**src/rtl/burst_pkg.sv**
```systemverilog
package burst_pkg;

    typedef enum logic {
        MODE_NORMAL = 1'b0,
        MODE_BURST  = 1'b1
    } burst_mode_e;

    typedef struct packed {
        logic below_entry;
        logic above_on;
        logic below_off;
        logic above_leave;
    } reg_flags_t;

endpackage

```
**src/rtl/burst_entry_qual.sv**
```systemverilog
module burst_entry_qual #(
    parameter int BLANK_CYC  = 2400000,
    parameter int VALLEY_W   = 3,
    parameter int VALLEY_MAX = 7
) (
    input  logic                clk_i,
    input  logic                rst_i,
    input  logic                tick_i,
    input  logic                clr_i,
    input  logic                below_entry_i,
    input  logic [VALLEY_W-1:0] valley_cnt_i,
    output logic                enter_o
);
    localparam int CNT_W = (BLANK_CYC > 1) ? $clog2(BLANK_CYC) : 1;
    localparam logic [CNT_W-1:0]    LAST_V = CNT_W'(BLANK_CYC - 1);
    localparam logic [VALLEY_W-1:0] TOP_V  = VALLEY_W'(VALLEY_MAX);

    typedef struct packed {
        logic [CNT_W-1:0] cnt;
    } qual_t;

    qual_t qual_d, qual_q;
    logic  cond;

    always_comb begin
        qual_d  = qual_q;
        cond    = below_entry_i && (valley_cnt_i == TOP_V) && !clr_i;
        enter_o = cond && tick_i && (qual_q.cnt == LAST_V);
        if (!cond) begin
            qual_d.cnt = '0;
        end else if (tick_i) begin
            qual_d.cnt = (qual_q.cnt == LAST_V) ? '0 : qual_q.cnt + 1'b1;
        end
    end

    always_ff @(posedge clk_i) begin
        if (rst_i) begin
            qual_q <= '0;
        end else begin
            qual_q <= qual_d;
        end
    end

    AST_ENTER_NEEDS_COND: assert property (@(posedge clk_i) disable iff (rst_i)
        enter_o |-> (below_entry_i && !clr_i && tick_i));

    AST_WINDOW_RESTART: assert property (@(posedge clk_i) disable iff (rst_i)
        !below_entry_i |=> (qual_q.cnt == '0));

    AST_COUNT_FROZEN: assert property (@(posedge clk_i) disable iff (rst_i)
        (!tick_i && below_entry_i && (valley_cnt_i == TOP_V) && !clr_i) |=> $stable(qual_q.cnt));

endmodule

```
**src/rtl/burst_pwm.sv**
```systemverilog
module burst_pwm #(
    parameter int PERIOD_CYC = 1250
) (
    input  logic clk_i,
    input  logic rst_i,
    input  logic tick_i,
    input  logic run_i,
    input  logic cs_trip_i,
    output logic gate_o
);
    localparam int PC_W = $clog2(PERIOD_CYC);
    localparam int HALF = PERIOD_CYC / 2;
    localparam logic [PC_W-1:0] LAST_V = PC_W'(PERIOD_CYC - 1);
    localparam logic [PC_W-1:0] HALF_V = PC_W'(HALF);

    typedef struct packed {
        logic [PC_W-1:0] pc;
        logic            trip;
        logic            gate;
        logic            run;
    } pwm_t;

    pwm_t pwm_d, pwm_q;
    logic wrap;

    always_comb begin
        pwm_d = pwm_q;
        wrap  = tick_i && (pwm_q.pc == LAST_V);
        if (!run_i) begin
            pwm_d = '0;
        end else begin
            pwm_d.run = 1'b1;
            if (!pwm_q.run) begin
                pwm_d.pc   = '0;
                pwm_d.trip = 1'b0;
            end else begin
                if (tick_i) begin
                    pwm_d.pc = wrap ? '0 : pwm_q.pc + 1'b1;
                end
                pwm_d.trip = wrap ? 1'b0 : (pwm_q.trip || (cs_trip_i && pwm_q.gate));
            end
            pwm_d.gate = (pwm_d.pc < HALF_V) && !pwm_d.trip;
        end
    end

    always_ff @(posedge clk_i) begin
        if (rst_i) begin
            pwm_q <= '0;
        end else begin
            pwm_q <= pwm_d;
        end
    end

    assign gate_o = pwm_q.gate;

    logic [PC_W:0] on_ticks_q;
    always_ff @(posedge clk_i) begin
        if (rst_i || !pwm_q.gate) begin
            on_ticks_q <= '0;
        end else if (tick_i) begin
            on_ticks_q <= on_ticks_q + 1'b1;
        end
    end

    AST_ON_TIME_CAP: assert property (@(posedge clk_i) disable iff (rst_i)
        pwm_q.gate |-> (on_ticks_q < (PC_W+1)'(HALF)));

    AST_TRIP_ENDS_PULSE: assert property (@(posedge clk_i) disable iff (rst_i)
        (pwm_q.gate && cs_trip_i) |=> !pwm_q.gate);

    AST_START_ON_RUN: assert property (@(posedge clk_i) disable iff (rst_i)
        (run_i && !pwm_q.run) |=> pwm_q.gate);

endmodule

```
**src/rtl/lightload_burst_ctrl.sv**
```systemverilog
module lightload_burst_ctrl
    import burst_pkg::*;
#(
    parameter int PERIOD_CYC = 1250,
    parameter int BLANK_CYC  = 2400000,
    parameter int VALLEY_W   = 3,
    parameter int VALLEY_MAX = 7
) (
    input  logic                clk_i,
    input  logic                rst_i,
    input  logic                tick_i,
    input  logic                fault_i,
    input  logic                reg_below_entry_i,
    input  logic                reg_above_on_i,
    input  logic                reg_below_off_i,
    input  logic                reg_above_leave_i,
    input  logic [VALLEY_W-1:0] valley_cnt_i,
    input  logic                cs_trip_i,
    output logic                burst_mode_o,
    output logic                gate_req_o,
    output logic                low_ilim_o,
    output logic                valley_set1_o,
    output logic                normal_on_en_o
);
    localparam logic [VALLEY_W-1:0] TOP_V = VALLEY_W'(VALLEY_MAX);

    typedef struct packed {
        burst_mode_e mode;
        logic        sw_en;
        logic        exit_pls;
    } ctl_t;

    ctl_t       ctl_d, ctl_q;
    reg_flags_t flags;
    logic       enter, qual_clr, run, leave;

    assign flags    = '{below_entry: reg_below_entry_i, above_on: reg_above_on_i,
                        below_off: reg_below_off_i, above_leave: reg_above_leave_i};
    assign qual_clr = fault_i || (ctl_q.mode == MODE_BURST);

    burst_entry_qual #(
        .BLANK_CYC (BLANK_CYC),
        .VALLEY_W  (VALLEY_W),
        .VALLEY_MAX(VALLEY_MAX)
    ) u_qual (
        .clk_i        (clk_i),
        .rst_i        (rst_i),
        .tick_i       (tick_i),
        .clr_i        (qual_clr),
        .below_entry_i(flags.below_entry),
        .valley_cnt_i (valley_cnt_i),
        .enter_o      (enter)
    );

    always_comb begin
        ctl_d          = ctl_q;
        ctl_d.exit_pls = 1'b0;
        leave          = (ctl_q.mode == MODE_BURST) && flags.above_leave;
        if (fault_i) begin
            ctl_d.mode  = MODE_NORMAL;
            ctl_d.sw_en = 1'b0;
        end else if (ctl_q.mode == MODE_BURST) begin
            if (leave) begin
                ctl_d.mode     = MODE_NORMAL;
                ctl_d.sw_en    = 1'b0;
                ctl_d.exit_pls = 1'b1;
            end else if (flags.above_on) begin
                ctl_d.sw_en = 1'b1;
            end else if (flags.below_off) begin
                ctl_d.sw_en = 1'b0;
            end
        end else begin
            ctl_d.sw_en = 1'b0;
            if (enter) begin
                ctl_d.mode = MODE_BURST;
            end
        end
        run = (ctl_d.mode == MODE_BURST) && ctl_d.sw_en;
    end

    always_ff @(posedge clk_i) begin
        if (rst_i) begin
            ctl_q <= '{mode: MODE_NORMAL, sw_en: 1'b0, exit_pls: 1'b0};
        end else begin
            ctl_q <= ctl_d;
        end
    end

    burst_pwm #(
        .PERIOD_CYC(PERIOD_CYC)
    ) u_pwm (
        .clk_i    (clk_i),
        .rst_i    (rst_i),
        .tick_i   (tick_i),
        .run_i    (run),
        .cs_trip_i(cs_trip_i),
        .gate_o   (gate_req_o)
    );

    assign burst_mode_o   = (ctl_q.mode == MODE_BURST);
    assign low_ilim_o     = burst_mode_o;
    assign normal_on_en_o = !burst_mode_o;
    assign valley_set1_o  = ctl_q.exit_pls;

    AST_ENTRY_QUALIFIED: assert property (@(posedge clk_i) disable iff (rst_i)
        $rose(burst_mode_o) |-> $past(reg_below_entry_i && (valley_cnt_i == TOP_V)));

    AST_GATE_NEEDS_BURST: assert property (@(posedge clk_i) disable iff (rst_i)
        gate_req_o |-> burst_mode_o);

    AST_EXIT_PULSE_SINGLE: assert property (@(posedge clk_i) disable iff (rst_i)
        valley_set1_o |=> !valley_set1_o);

    AST_EXIT_FROM_LEAVE: assert property (@(posedge clk_i) disable iff (rst_i)
        valley_set1_o |-> (!burst_mode_o && $past(burst_mode_o && reg_above_leave_i)));

    AST_FAULT_TO_NORMAL: assert property (@(posedge clk_i) disable iff (rst_i)
        fault_i |=> (!burst_mode_o && !gate_req_o && !valley_set1_o));

endmodule

```
**config.mk**
```make
export PLATFORM = sky130hd
export DESIGN_NAME = lightload_burst_ctrl
export DESIGN_NICKNAME = d
export VERILOG_FILES = /design/src/rtl/burst_pkg.sv /design/src/rtl/burst_entry_qual.sv /design/src/rtl/burst_pwm.sv /design/src/rtl/lightload_burst_ctrl.sv
export SDC_FILE = /design/constraint.sdc
export NUM_CORES = 1
export LEC_CHECK = 0
export BUFFER_PORTS_ARGS = -buffer_cell sky130_fd_sc_hd__buf_2
export CAP_MARGIN = 25
export CORE_ASPECT_RATIO = 1.75
export CORE_MARGIN = 3
export CORE_UTILIZATION = 60
export DETAILED_ROUTE_END_ITERATION = 8
export HOLD_SLACK_MARGIN = 0.06
export PLACE_DENSITY = 0.78
export SLEW_MARGIN = 20
export SYNTH_ARGS = -nofsm -noshare
export SYNTH_HDL_FRONTEND = slang
export SYNTH_HIERARCHICAL = 1
export SYNTH_SLANG_ARGS = --single-unit
```
**constraint.sdc**
```tcl
create_clock -name clk_i -period 3.76 [get_ports clk_i]
set_clock_uncertainty 0.1 [all_clocks]
set_input_delay 0.752 -clock clk_i [delete_from_list [all_inputs] [get_ports clk_i]]
set_output_delay 0.752 -clock clk_i [all_outputs]
set_load 0.02 [all_outputs]
```
Yosys cells after proc, flatten, opt, wreduce, memory -nomap -nowiden
Cells that the tools add are included.
{ "classes": {"addsub": 2, "n_lt_le_gt_ge": 1, "n_eq_ne": 3, "n_mux": 15, "n_bitwise": 3, "n_reduce_logical": 17} }
{ "op_table": {"columns": ["op", "count"], "rows": [
  ["$mux W12", 2],
  ["$add A22 B1 Y22 const B", 1],
  ["$eq A22 B22 Y1 const B", 1],
  ["$mux W11", 2],
  ["$mux W22", 1],
  ["$add A11 B1 Y11 const B", 1],
  ["$eq A11 B11 Y1 const B", 1],
  ["$lt A11 B10 Y1 const B", 1],
  ["$logic_and A1 B1 Y1", 9],
  ["$mux W1", 8],
  ["$mux W2", 2],
  ["$reduce_or A2 Y1", 2],
  ["$eq A3 B3 Y1 const B", 1],
  ["$logic_not A1 Y1", 3],
  ["$not A1 Y1", 3],
  ["$reduce_or A3 Y1", 1],
  ["$logic_or A1 B1 Y1", 2]
]} }
{ "totals": {"ff_bits": 39, "inputBits": 12, "out_inout_bits": 5, "elab_cells": 49} }

Longest topological paths before layout
{ "logic_depth": {"word_depth": 12, "mapped_depth": 7, "ltp_nobuf": 7} }

Hierarchy
The synthesis kept the hierarchy.
{ "modules_own_cells": {"columns": ["module", "instances", "cells_per_inst", "area_each_um2", "seq_area_each_um2"], "rows": [
  ["burst_entry_qual", 1, 122, 1124.8, 440.4],
  ["burst_pwm", 1, 93, 807.0, 280.3],
  ["lightload_burst_ctrl", 1, 15, 141.4, 60.1]
]} }

Worst setup path before layout
OpenSTA, ideal clock, no wires.
{ "synth_timing": {"kind": "input port to flip-flop", "start": "input port tick_i", "end": "register ctl_q, in the netlist burst_mode_o", "setup_ns": 0.086, "arrival_time_ns": 2.163, "t_required_ns": 3.574, "setup_slack_ns": 1.412, "stages": 6, "path_buffers": 0, "path_cell_list": "nand4_2 -> or3_4 -> or3_4 -> nor4_2 -> nand2b_1 -> a211oi_1"} }
{ "synth_between": {"elab_chain_len": 5} }
{ "synth_rtl": {"columns": ["element", "line_no", "source"], "rows": [
  ["from (decl)", "lightload_burst_ctrl.sv:11", "input logic tick_i,"],
  ["$logic_and A1 B1 Y1 (2 in a row)", "burst_entry_qual.sv:28", "enter_o = cond && tick_i && (qual_q.cnt == LAST_V);"],
  ["net enter", "lightload_burst_ctrl.sv:35", "logic enter, qual_clr, run, leave;"],
  ["$mux W1", "lightload_burst_ctrl.sv:74", "if (enter) begin"],
  ["$mux W2", "lightload_burst_ctrl.sv:62", "end else if (ctl_q.mode == MODE_BURST) begin"],
  ["$mux W2", "lightload_burst_ctrl.sv:59", "if (fault_i) begin"],
  ["to (signal assigned)", "lightload_burst_ctrl.sv:83", "ctl_q <= '{mode: MODE_NORMAL, sw_en: 1'b0, exit_pls: 1'b0};"],
  ["to (signal assigned)", "lightload_burst_ctrl.sv:85", "ctl_q <= ctl_d;"],
  ["to (decl)", "lightload_burst_ctrl.sv:33", "ctl_t ctl_d, ctl_q;"]
]} }
The timed path passes the listed nets, and every way through them passes these cells.
A chain may end at the register's enable or synchronous reset.

Final worst setup path
Same ends and word-level chain as after synthesis.

==> impl_results.md <==
* Drt pass-1 iters at 4
* Total GRT Usage at 21.9%
* Synth top area share at 37.7%
* Hold depth at 2
* Cells after Synth at 230
* Worst slew pin tran at 704 ps
* Top-count cell post-synth: dfxtp_1
* Final GP Congestion at 0.801
* Crit Path Max Fanout at 20
* Final HPWL DP at 3080 µm
* Vias in the first global route at 1616
* Worst rel slew slack at 53.0%
* Placed Area at 2150 µm²
* GRT overflow at 0
* Post-CTS setup buffers at 0
* Final WL at 4280 µm
* Flop2flop setup slack at 1370 ps
* Outcome: finished clean
* Antenna Nets Post-Route at 0
* Final Hold Fails at 0
* RR Endpoint: burst_mode_o
* Worst EP required at 3870 ps
* Initial antenna violation count at 0
* Achievable Freq at 391 MHz
* Ys flop type: dfxtp_1
* # resized after CTS at 0
* Hold_buf cts at 0
* Yosys top cell by area: dfxtp_1
* Share of cells above drive strength 1 at 17.5%
* Final Cell Area at 2290 µm²
* Clock latency on the worst-skew pair at 290 ps
* Setup violators final at 0
* Netlist cell types at 51
* Final setup TNS at 0 ps
* Flops & latches, synth at 39
* Yosys Warn Count at 6
* Design Power at 848 µW
* TritonCTS clock tree: built
* Iter 0 DRT Violations at 45
* CTS max path bufs at 2
* Sink Count at 39
* Num CTS Buffers at 5
* Worst Hold Launch: u_pwm/pwm_q[2]
* Syn_area_per_cell at 9.01 µm²
* Worst path cell trace: buf_2 -> nand4_2 -> or3_4 -> or3_4 -> nor4_2 -> nand2b_1 -> a211oi_1
* ANT cells at 0
* Minimum clock period at 2550 ps
* RSZ-0062 raised after global routing: false
* P_int at 685 µW
* Routed vias/inst at 5.75
* Crit path launch type: input port
* Row count at 27
* Worst Hold Slack at 363 ps
* Die Y-Extent at 83.8 µm
* Worst R2R Start: u_qual/qual_q[0]
* Max-cap check violation count at 0
* Clock root cell: clkbuf_8
* Crit share post-route at 67.9%
* Initial core utilization at 63.9%
* Quantity of I/O buffers inserted on ports at 16
* Crit path top cell by count: or3_4
* Part of the power in registers at 48.7%
* Syn nets at 245
* Post-synth EDFFs at 0
* Power share of the clock group at 49.4%
* Max incr delay on CP at 450 ps
* Lkg Pwr at 0.000732 µW
* CORE AREA at 3240 µm²
* Routed vias at 1662
* Crit end category: flop
* Sw Ratio at 19.3%
* Syn-to-layout area delta at 10.4%
* Die extent in x at 50.4 µm
* Pwr dens at 370 nW/µm²
* Final net count at 260
* CTS clk-pin slew, worst paths at 80 ps
* Logic pwr share at 2.0%
* Slowest CP cell: or3_4
* Top cells by count, synth: 39 x dfxtp_1, 34 x nor2_1, 18 x xnor2_1
* Die footprint at 4220 µm²
* Worst hold endpoint: u_pwm/pwm_q[2]
* Maximum vdd drop at 0.355 mV
* Global-route wire length before repair at 7160 µm
* Worst Hold Class: reg2reg
* Post-synth ARST share at 0%
* I/O Pins at 17
* # DRC at 0
* Final slew viol count at 0
* Area contributors post-synth: dfxtp_1 38%, xnor2_1 7.6%, nor2_1 6.2%
* Arrival @ worst endpoint at 2660 ps
* Critical path class: in2reg
* Pin count of the biggest net entering global routing at 21
* Post-Syn Area at 2070 µm²
* Psw at 164 µW
* H-tree depth at 2
* R2r worst-path depth at 7
* WL/cell at 14.8 µm
* Seq/Total Area, Yosys at 37.7%
==> placed cells by master, fill, tap and decap left out, drive strengths merged, types with 2 or more instances in the layout <==
| cell type | count |
|---|---|
| nand3 | 10 |
| nand4 | 13 |
| or4 | 3 |
| nand2 | 15 |
| or2 | 2 |
| nor4 | 9 |
| a31oi | 2 |
| a211oi | 2 |
| and2 | 2 |
| inv | 8 |
| a21oi | 8 |
| o21ai | 7 |
| nor4b | 2 |
| xnor2 | 18 |
| o21a | 2 |
| dfxtp | 39 |
| or3 | 6 |
| clkbuf | 5 |
| ha | 3 |
| nor3b | 3 |
| xor2 | 6 |
| nor2 | 34 |
| and3 | 2 |
| and4 | 5 |
| bufinv | 2 |
| nand2b | 4 |
| mux2i | 4 |
| buf | 16 |
| nor3 | 5 |
==> kinds of logic after synthesis <==
kind of cell               synth area share, %
AOI/OAI and AO/OA                         10.4
xor gates and xnor gates                  10.1
adders and majority gates                 1.81
buffers and inverters                     4.04
DFF                                       37.7
muxes                                     1.93
and+or+nand+nor                           34.0
==> per-layer routing <==
layer	global-route usage, %	up-vias	wire (µm)
met5	0	-	0
met4	12.5	0	153
met3	4.83	15	107
met2	40.4	25	2410
met1	21.3	774	1610
li1	-	848	-
==> state kept, by name, indices dropped and copies added, names as in the netlist <==
| register | count |
|---|---|
| burst_mode_o | 1 |
| ctl_q | 1 |
| u_pwm/pwm_q | 13 |
| u_qual/qual_q | 22 |
| valley_set1_o | 1 |
| u_pwm/gate_o | 1 |
==> worst max-delay path, delay by kind of cell <==
kind	cells	cell delay, ps
buf+inv	1	300
compound gates	1	210
simple gates	5	1400
==> cell type report <==
type                    instances  area, µm²
multi-input cells             175       1210
fillers                       266        953
flip-flops and latches         39        781
repair buffers                 16       80.1
clock buffers                   5       68.8
clock inverters                 3       67.6
well taps                      43       53.8
inverters                       8       30.0
==> worst max-delay path by stage <==
stage,start,endpoint,depth (start not counted)
after floorplan,tick_i,burst_mode_o,6
after global placement,tick_i,burst_mode_o,7
after detailed placement,tick_i,burst_mode_o,7
after CTS,tick_i,burst_mode_o,7
after global routing,tick_i,burst_mode_o,7
final,tick_i,burst_mode_o,7
==> through the flow <==
stage | instances | utilization (%) | setup WS, ps
3_3_place_gp | 281 | 66.4 | 961
4_1_cts | 289 | 70.6 | 1210
2_1_floorplan | 230 | - | 1410
3_5_place_dp | 281 | 66.4 | 876
5_1_grt | 289 | 70.6 | 1030
6_report | 289 | 70.6 | 1210
==> power groups by stage <==
stage | logic, µW | clock network, µW | registers [µW]
finish | 16.7 | 419 | 413
CTS | 16.7 | 428 | 413
global route | 18.3 | 442 | 413
detailed placement | 16.6 | 0 | 422
global placement | 16.5 | 0 | 422
floorplan | 7.62 | 0 | 422
Power figures use the tool's default switching activity.
